## src/rtl/dispcmd_pkg.sv

```systemverilog
package dispcmd_pkg;

  localparam logic [7:0] PREFIX_BYTE = 8'hAF;
  localparam logic [7:0] OP_REGWR    = 8'h20;
  localparam logic [7:0] OP_COPY     = 8'h6A;
  localparam logic [7:0] LOCK_ADDR   = 8'hFF;
  localparam logic [7:0] LOCK_VAL    = 8'h00;
  localparam logic [7:0] UNLOCK_VAL  = 8'hFF;
  localparam int         DEPTH_REG   = 8'h00;
  localparam int         BASE16_REG  = 8'h20;
  localparam int         BASE8_REG   = 8'h26;

  typedef enum logic [2:0] {
    ST_PREFIX,
    ST_OPCODE,
    ST_RADDR,
    ST_RDATA,
    ST_SRC,
    ST_COUNT,
    ST_DST,
    ST_SKIP
  } decState_t;

  typedef struct packed {
    logic capAddr;
    logic wrReg;
    logic shiftAddr;
    logic latchSrc;
    logic latchCnt;
    logic fireCopy;
    logic setErr;
  } decStrobe_t;

endpackage

```

## src/rtl/dispcmd_ctrl.sv

```systemverilog
module dispcmd_ctrl
  import dispcmd_pkg::*;
#(
  parameter int ADDR_BYTES = 3
) (
  input  logic       clk,
  input  logic       rstN,
  input  logic       take,
  input  logic [7:0] inData,
  output decStrobe_t strb,
  output logic       errFlag
);

  localparam int CNT_W = $clog2(ADDR_BYTES + 1);
  localparam logic [CNT_W-1:0] LAST_IDX = CNT_W'(ADDR_BYTES - 1);

  decState_t stQ, stNext;
  logic [CNT_W-1:0] idxQ, idxNext;
  logic errQ;

  always_comb begin
    stNext  = stQ;
    idxNext = idxQ;
    strb    = '0;
    if (take) begin
      unique case (stQ)
        ST_PREFIX: begin
          if (inData == PREFIX_BYTE) begin
            stNext = ST_OPCODE;
          end else begin
            strb.setErr = 1'b1;
            stNext = ST_SKIP;
          end
        end
        ST_SKIP: begin
          if (inData == PREFIX_BYTE) stNext = ST_OPCODE;
        end
        ST_OPCODE: begin
          if (inData == OP_REGWR) begin
            stNext = ST_RADDR;
          end else if (inData == OP_COPY) begin
            stNext  = ST_SRC;
            idxNext = '0;
          end else if (inData == PREFIX_BYTE) begin
            stNext = ST_OPCODE;
          end else begin
            strb.setErr = 1'b1;
            stNext = ST_SKIP;
          end
        end
        ST_RADDR: begin
          strb.capAddr = 1'b1;
          stNext = ST_RDATA;
        end
        ST_RDATA: begin
          strb.wrReg = 1'b1;
          stNext = ST_PREFIX;
        end
        ST_SRC: begin
          strb.shiftAddr = 1'b1;
          if (idxQ == LAST_IDX) begin
            strb.latchSrc = 1'b1;
            idxNext = '0;
            stNext = ST_COUNT;
          end else begin
            idxNext = idxQ + 1'b1;
          end
        end
        ST_COUNT: begin
          strb.latchCnt = 1'b1;
          idxNext = '0;
          stNext = ST_DST;
        end
        ST_DST: begin
          strb.shiftAddr = 1'b1;
          if (idxQ == LAST_IDX) begin
            strb.fireCopy = 1'b1;
            idxNext = '0;
            stNext = ST_PREFIX;
          end else begin
            idxNext = idxQ + 1'b1;
          end
        end
        default: stNext = ST_SKIP;
      endcase
    end
  end

  always_ff @(posedge clk) begin
    if (!rstN) begin
      stQ  <= ST_PREFIX;
      idxQ <= '0;
      errQ <= 1'b0;
    end else begin
      stQ  <= stNext;
      idxQ <= idxNext;
      if (strb.setErr) errQ <= 1'b1;
    end
  end

  assign errFlag = errQ;

endmodule

```

## src/rtl/dispcmd_datapath.sv

```systemverilog
module dispcmd_datapath
  import dispcmd_pkg::*;
#(
  parameter int NUM_REGS   = 48,
  parameter int ADDR_BYTES = 3
) (
  input  logic                    clk,
  input  logic                    rstN,
  input  logic [7:0]              inData,
  input  decStrobe_t              strb,
  output logic [NUM_REGS*8-1:0]   activeFlat,
  output logic                    locked,
  output logic                    copyValid,
  output logic [ADDR_BYTES*8-1:0] copySrc,
  output logic [7:0]              copyCount,
  output logic [ADDR_BYTES*8-1:0] copyDst
);

  localparam int AW = ADDR_BYTES * 8;

  logic [7:0]    regAddrQ;
  logic          lockQ;
  logic [AW-1:0] asmQ;
  logic [AW-1:0] srcHoldQ;
  logic [7:0]    cntHoldQ;
  logic [AW-1:0] asmNext;

  logic hitLockReg;
  logic doLock;
  logic doPublish;

  assign hitLockReg = strb.wrReg && (regAddrQ == LOCK_ADDR);
  assign doLock     = hitLockReg && (inData == LOCK_VAL);
  assign doPublish  = hitLockReg && (inData == UNLOCK_VAL);
  assign asmNext    = {asmQ[AW-9:0], inData};

  always_ff @(posedge clk) begin
    if (!rstN) begin
      regAddrQ <= '0;
      lockQ    <= 1'b0;
    end else begin
      if (strb.capAddr) regAddrQ <= inData;
      if (doLock) lockQ <= 1'b1;
      else if (doPublish) lockQ <= 1'b0;
    end
  end

  for (genvar i = 0; i < NUM_REGS; i++) begin : g_reg
    logic [7:0] shadowQ;
    logic [7:0] activeQ;
    logic       wrHit;

    assign wrHit = strb.wrReg && (regAddrQ == 8'(i));

    always_ff @(posedge clk) begin
      if (!rstN) begin
        shadowQ <= '0;
        activeQ <= '0;
      end else begin
        if (wrHit) shadowQ <= inData;
        if (doPublish) activeQ <= shadowQ;
        else if (wrHit && !lockQ) activeQ <= inData;
      end
    end

    assign activeFlat[i*8 +: 8] = activeQ;
  end

  always_ff @(posedge clk) begin
    if (!rstN) begin
      asmQ      <= '0;
      srcHoldQ  <= '0;
      cntHoldQ  <= '0;
      copyValid <= 1'b0;
      copySrc   <= '0;
      copyCount <= '0;
      copyDst   <= '0;
    end else begin
      if (strb.shiftAddr) asmQ <= asmNext;
      if (strb.latchSrc) srcHoldQ <= asmNext;
      if (strb.latchCnt) cntHoldQ <= inData;
      copyValid <= strb.fireCopy;
      if (strb.fireCopy) begin
        copySrc   <= srcHoldQ;
        copyCount <= cntHoldQ;
        copyDst   <= asmNext;
      end
    end
  end

  assign locked = lockQ;

endmodule

```

## src/rtl/dispcmd_decoder.sv

```systemverilog
module dispcmd_decoder
  import dispcmd_pkg::*;
#(
  parameter int NUM_REGS   = 48,
  parameter int ADDR_BYTES = 3
) (
  input  logic                    clk,
  input  logic                    rstN,
  input  logic [7:0]              inData,
  input  logic                    inValid,
  output logic                    inReady,
  output logic [NUM_REGS*8-1:0]   activeRegs,
  output logic                    locked,
  output logic                    depthIs16,
  output logic [23:0]             fb16Base,
  output logic [23:0]             fb8Base,
  output logic                    errFlag,
  output logic                    copyValid,
  output logic [ADDR_BYTES*8-1:0] copySrc,
  output logic [7:0]              copyCount,
  output logic [ADDR_BYTES*8-1:0] copyDst
);

  decStrobe_t strb;
  logic take;

  assign inReady = 1'b1;
  assign take    = inValid && inReady;

  dispcmd_ctrl #(.ADDR_BYTES(ADDR_BYTES)) u_ctrl (
    .clk    (clk),
    .rstN   (rstN),
    .take   (take),
    .inData (inData),
    .strb   (strb),
    .errFlag(errFlag)
  );

  dispcmd_datapath #(.NUM_REGS(NUM_REGS), .ADDR_BYTES(ADDR_BYTES)) u_dp (
    .clk       (clk),
    .rstN      (rstN),
    .inData    (inData),
    .strb      (strb),
    .activeFlat(activeRegs),
    .locked    (locked),
    .copyValid (copyValid),
    .copySrc   (copySrc),
    .copyCount (copyCount),
    .copyDst   (copyDst)
  );

  assign depthIs16 = (activeRegs[DEPTH_REG*8 +: 8] == 8'h00);
  assign fb16Base  = {activeRegs[BASE16_REG*8 +: 8],
                      activeRegs[(BASE16_REG+1)*8 +: 8],
                      activeRegs[(BASE16_REG+2)*8 +: 8]};
  assign fb8Base   = {activeRegs[BASE8_REG*8 +: 8],
                      activeRegs[(BASE8_REG+1)*8 +: 8],
                      activeRegs[(BASE8_REG+2)*8 +: 8]};

endmodule

```

## config.mk

```make
export PLATFORM = sky130hd
export DESIGN_NAME = dispcmd_decoder
export DESIGN_NICKNAME = d
export VERILOG_FILES = /design/src/rtl/dispcmd_pkg.sv /design/src/rtl/dispcmd_ctrl.sv /design/src/rtl/dispcmd_datapath.sv /design/src/rtl/dispcmd_decoder.sv
export SDC_FILE = /design/constraint.sdc
export NUM_CORES = 2
export LEC_CHECK = 0
export ABC_AREA = 1
export BUFFER_PORTS_ARGS = -buffer_cell sky130_fd_sc_hd__buf_2
export CORE_ASPECT_RATIO = 1.2
export CORE_MARGIN = 10
export CORE_UTILIZATION = 50
export DETAILED_ROUTE_END_ITERATION = 6
export PLACE_DENSITY_LB_ADDON = 0.3
export SLEW_MARGIN = 10
export SYNTH_ARGS = -nofsm -noshare
export SYNTH_HDL_FRONTEND = slang
export SYNTH_SLANG_ARGS = --single-unit
```

## constraint.sdc

```tcl
create_clock -name clk -period 5.05 [get_ports clk]
set_clock_uncertainty 0.1 [all_clocks]
set_input_delay 1.01 -clock clk [delete_from_list [all_inputs] [get_ports clk]]
set_output_delay 1.01 -clock clk [all_outputs]
set_load 0.05 [all_outputs]
```

# Word-level counts from Yosys, hierarchy flattened

Cells that the tools add are included.

Reduce and logical (&&, ||, !) cells: 157
Add/sub/neg operators: 1
Multiplexer cells: 121
Eq/ne operators: 65

Operators by type and width:

| operator             | number |
|---|---|
| $mux W8              | 96 |
| $eq A8 B6 Y1 const B | 17 |
| $eq A8 B5 Y1 const B | 16 |
| $logic_and A1 B1 Y1  | 99 |
| $reduce_bool A2 Y1   | 49 |
| $eq A8 B4 Y1 const B | 8 |
| $eq A8 B3 Y1 const B | 4 |
| $eq A8 B8 Y1 const B | 3 |
| $logic_not A8 Y1     | 3 |
| $pmux W3 S8          | 1 |
| $mux W3              | 6 |
| $eq A8 B2 Y1 const B | 2 |
| $eq A3 B3 Y1 const B | 4 |
| $mux W1              | 12 |
| $eq A8 B1 Y1 const B | 1 |
| $eq A8 B7 Y1 const B | 1 |
| $ne A2 B1 Y1 const B | 4 |
| $reduce_and A4 Y1    | 2 |
| $mux W7              | 1 |
| $eq A3 B2 Y1 const B | 2 |
| $mux W2              | 3 |
| $pmux W2 S3          | 1 |
| $eq A3 B1 Y1 const B | 1 |
| $logic_not A3 Y1     | 1 |
| 7 further kinds      | 7 |

Logic and storage cells: 452
Register bits: 888
Bits of input ports: 11
Output and inout port bits: 493

# Logic depth before layout (Yosys ltp)

Depth in word-level cells: 10
Depth in mapped cells: 12
Gate-level depth less buffers: 10

# Hierarchy

From an unflattened synthesis, not the netlist that was laid out.

Cell total of the unflattened synthesis: 5,297
Area total of the unflattened synthesis: 37,651.1 um^2

By module, submodules not included:

| module           | times used | cells an instance | area each (um^2) | sequential area each (um^2) |
|---|---|---|---|---|
| dispcmd_datapath | 1          | 5,140             | 36,704.0         | 17,656.9 |
| dispcmd_ctrl     | 1          | 100               | 549.3            | 120.1 |
| dispcmd_decoder  | 1          | 57                | 397.9            | 0.0 |

# Worst setup path after synthesis

Ideal clock, no wire load.

Path type: in2reg
From: in inData[1]
To: reg u_dp.g_reg[39].activeQ[0]
Buffers on the path: 1
Data required time: 4.832 ns
Arrival time: 2.262 ns
Library setup time: 0.118 ns
Stages: 10
Setup slack: 2.570 ns
Cells stage by stage: nand2_1 > nor2_1 > nand2_1 > inv_2 > nand2_4 > buf_2 > nand2_1 > inv_1 > nor2_1 > nor2_1

Longest elaborated chain between the ends: 3
Elaborated cells on any way between the ends: 4

RTL lines:

| element                                              | RTL line               | text |
|---|---|---|
| start, declared                                      | dispcmd_decoder.sv:9   | `input logic [7:0] inData,` |
| $eq A8 B8 Y1 *                                       | dispcmd_datapath.sv:34 | `assign doPublish = hitLockReg && (inData == UNLOCK_VAL);` |
| $logic_and A1 B1 Y1 *                                | dispcmd_datapath.sv:34 |  |
| $mux W8 / $reduce_bool A2 Y1 (equally long branches) | --                     |  |
| end signal, assigned                                 | dispcmd_datapath.sv:61 | `if (doPublish) activeQ <= shadowQ;` |
| end signal, assigned                                 | dispcmd_datapath.sv:62 | `else if (wrHit && !lockQ) activeQ <= inData;` |
| end, declared                                        | dispcmd_datapath.sv:50 | `logic [7:0] activeQ;` |

Every way passes the cells marked *; elsewhere a longest branch is shown, timed or not.
A chain may end at the register's enable or synchronous reset.

# Worst setup path after layout

From: in inData[0]
To: reg u_dp.g_reg[17].activeQ[7]

Longest elaborated chain between the ends: 3
Elaborated cells on any way between the ends: 4

RTL lines:

| element                                              | RTL line |
|---|---|
| $eq A8 B8 Y1 *                                       | dispcmd_datapath.sv:34 |
| $logic_and A1 B1 Y1 *                                | dispcmd_datapath.sv:34 |
| $mux W8 / $reduce_bool A2 Y1 (equally long branches) | -- |
| end signal, assigned                                 | dispcmd_datapath.sv:61 |
| end signal, assigned                                 | dispcmd_datapath.sv:62 |
| end, declared                                        | dispcmd_datapath.sv:50 |

Marked as above.

==> out/results.ini <==
[die]
fp.dieH_um = 308
die-area_mm2 = 0.0799
die_w_um = 260
rows = 105
boundaryPins = 504
core-area_mm2 = 0.0683
start_util = 0.504

[power_and_ir_drop]
p_leak_uw = 0.0167
peakVddDrop_v = 0.000274
power.density_mw_per_mm2 = 359

[setup_path]
end_kind = flop
cp.arrival_ps = 4080
slowest_stage = nand2_1
required_ps = 5480
crit_chain = buf_2 > nand2_1 > nor2_1 > nand2_1 > inv_2 > nand2_8 > nand2_1 > inv_1 > nor2_1 > nor2_1
cp_slowest_stage_delay_ps = 640
crit_type = input pin to flop
cp_max_fo = 146
critPathLaunchType = input pin

[detailed_routing]
vias = 32100
drc = 0
wl_per_cell_um = 20.1
vias_per_cell = 5.46
postRouteAntennaNets = 0
drt_wl_total_um = 118000
drt_iter0_drc = 3487
drtPass1Iterations = 6

[final_layout]
regArea_mm2 = 0.0178
area_growth_pct = 15.7
num-fill-cells = 6438
final_common_cell = o21ai_0
drive_gt1_frac = 0.151
n_antenna_cell = 0
final_nets = 4917
final_cell_mix = 1071 x o21ai_0, 920 x nor2_1, 888 x dfxtp_1
multi_input_area_mm2 = 0.0136

[clock_tree]
cts_inserted_buffers = 85
clk_latency_ps = 640
ctsHoldBuffers = 0
cts_max_level = 3
path_clk_slew_ps = 60
cts_max_path_buffers = 3
post_cts_resized = 0
cts_tree = done
cts_sinks = 888
postCtsSetupBuffers = 0
root_buffer = clkbuf_16

[global_route]
track_usage = 0.281
grt_first_pass_wirelength_um = 176000
grt_pass1_vias = 29600
grt_antenna_before_repair = 2
grt_max_degree = 242
overflow = 0

[synth]
synth_top_area_share = 0.516
syn_inst = 4632
synth_seq_cells = 888
synthesis.area_mm2 = 0.0345
yosysTopAreaCell = dfxtp_1
syn_nets = 4643
ys_seq_area_frac = 0.516
yosys_warnings = 0
ys_types = 28
syn_avg_cell_area_um2 = 7.44
synth_area_leaders = dfxtp_1 52%, o21ai_0 16%, nor2_1 10%

[sta]
fin_crit_sh = 0.722
slew_violations = 0
setup_ws_ps = 1410
fmax_ghz = 0.274
finalCriticalPeriod_ps = 3640
final-setup-viol-count = 0
maxSlewHeadroom = 0.104
rsz0062_at_grt = false
hold_viol = 0
fin_setup_tns_ps = 0
tightest_slew_ps = 1340

[placement]
gp_congestion = 0.839
hpwlAfterDp_um = 74100
pre_cts_ws_ps = 975
io_buffers = 502

[flow_run]
cap_violations = 0

[run_status]
status = completed

[min_path]
hp-class = flop to flop

metrics by stage:
step / instances / cell area [um2] / hold slack, ps / power, uW / util
2_1_floorplan: 4632 / 34500 / 325 / 7630 / -
3_3_place_gp: 5728 / 37000 / 334 / 7890 / 0.541
3_5_place_dp: 5728 / 37000 / 339 / 7890 / 0.541
4_1_cts: 5880 / 39900 / 348 / 14400 / 0.583
5_1_grt: 5880 / 39900 / 363 / 14700 / 0.583
6_report: 5880 / 39900 / 347 / 14300 / 0.583
power by group:
| group | internal (uW) | total (uW) | switching [uW] |
|---|---|---|---|
| combinational | 145 | 689 | 544 |
| clock | 3800 | 6570 | 2780 |
| sequential | 7030 | 7070 | 30.9 |
| total | 11000 | 14300 | 3350 |
Yosys cell counts (all sizes together):
library cell  number
o21ai           1138
nor2             925
dfxtp            888
a21oi            455
inv              385
nand2            349
clkbuf           217
buf              149
nand3             61
nand4             44
o21bai             8
nor3               5
and2               2
nand3b             2
nor4               2
clkinv             1
conb               1
state kept, by name (all words and copies together), names as in the netlist:
name / count
u_dp.srcHoldQ: 24
u_dp.copySrc: 24
u_dp.copyCount: 8
u_dp.copyValid: 1
u_dp.cntHoldQ: 8
u_dp.g.activeQ: 384
u_ctrl.idxQ: 2
u_ctrl.stQ: 3
u_ctrl.errFlag: 1
u_dp.asmQ: 16
u_dp.g.shadowQ: 384
u_dp.copyDst: 24
u_dp.regAddrQ: 8
u_dp.locked: 1
worst max-delay path: cells and delay by family:
family / cells / cell delay [ps]
buffers and inverters: 3 / 750
AND/OR/NAND/NOR: 7 / 2000
cell families (layout without fill, tap and decap cells):
kind of cell | Yosys count | in the layout | share of synthesized area
other cells | 1 | 1 | 0.000109
buf+inv | 752 | 1091 | 0.0907
simple gates | 1390 | 1390 | 0.160
compound gates | 1601 | 1601 | 0.233
flops | 888 | 888 | 0.516
path summary, 6_finish.rpt:
check | from | endpoint | slack, ps | cells past startpoint
setup / recovery | inData[0] | u_dp.g_reg[17].activeQ[7] | 1410 | 10
hold / removal | u_dp.g_reg[43].shadowQ[0] | u_dp.g_reg[43].shadowQ[0] | 350 | 2
setup reg to reg | u_dp.regAddrQ[2] | u_dp.g_reg[21].activeQ[7] | 1520 | 8
hold reg to reg | u_dp.g_reg[43].shadowQ[0] | u_dp.g_reg[43].shadowQ[0] | 350 | 2
area by class of cell:
cell class | count | area share
Sequential cell | 888 | 0.446
Multi-Input combinational cell | 2992 | 0.342
Timing Repair Buffer | 553 | 0.0745
Clock buffer | 126 | 0.0648
Inverter | 386 | 0.0364
Tap cell | 909 | 0.0285
Clock inverter | 26 | 0.00728
metal layers:
metal  part of all wire  vias up  global-route usage  wire [um]
met1               0.40    14900               0.350      47900
li1                   -    15600                   -          -
met4              0.039        2               0.115       4600
met2               0.48     1314               0.469      56600
met3              0.078      254              0.0528       9220
met5            0.00011        -                   0         13
(Power assumes the default switching activity.)
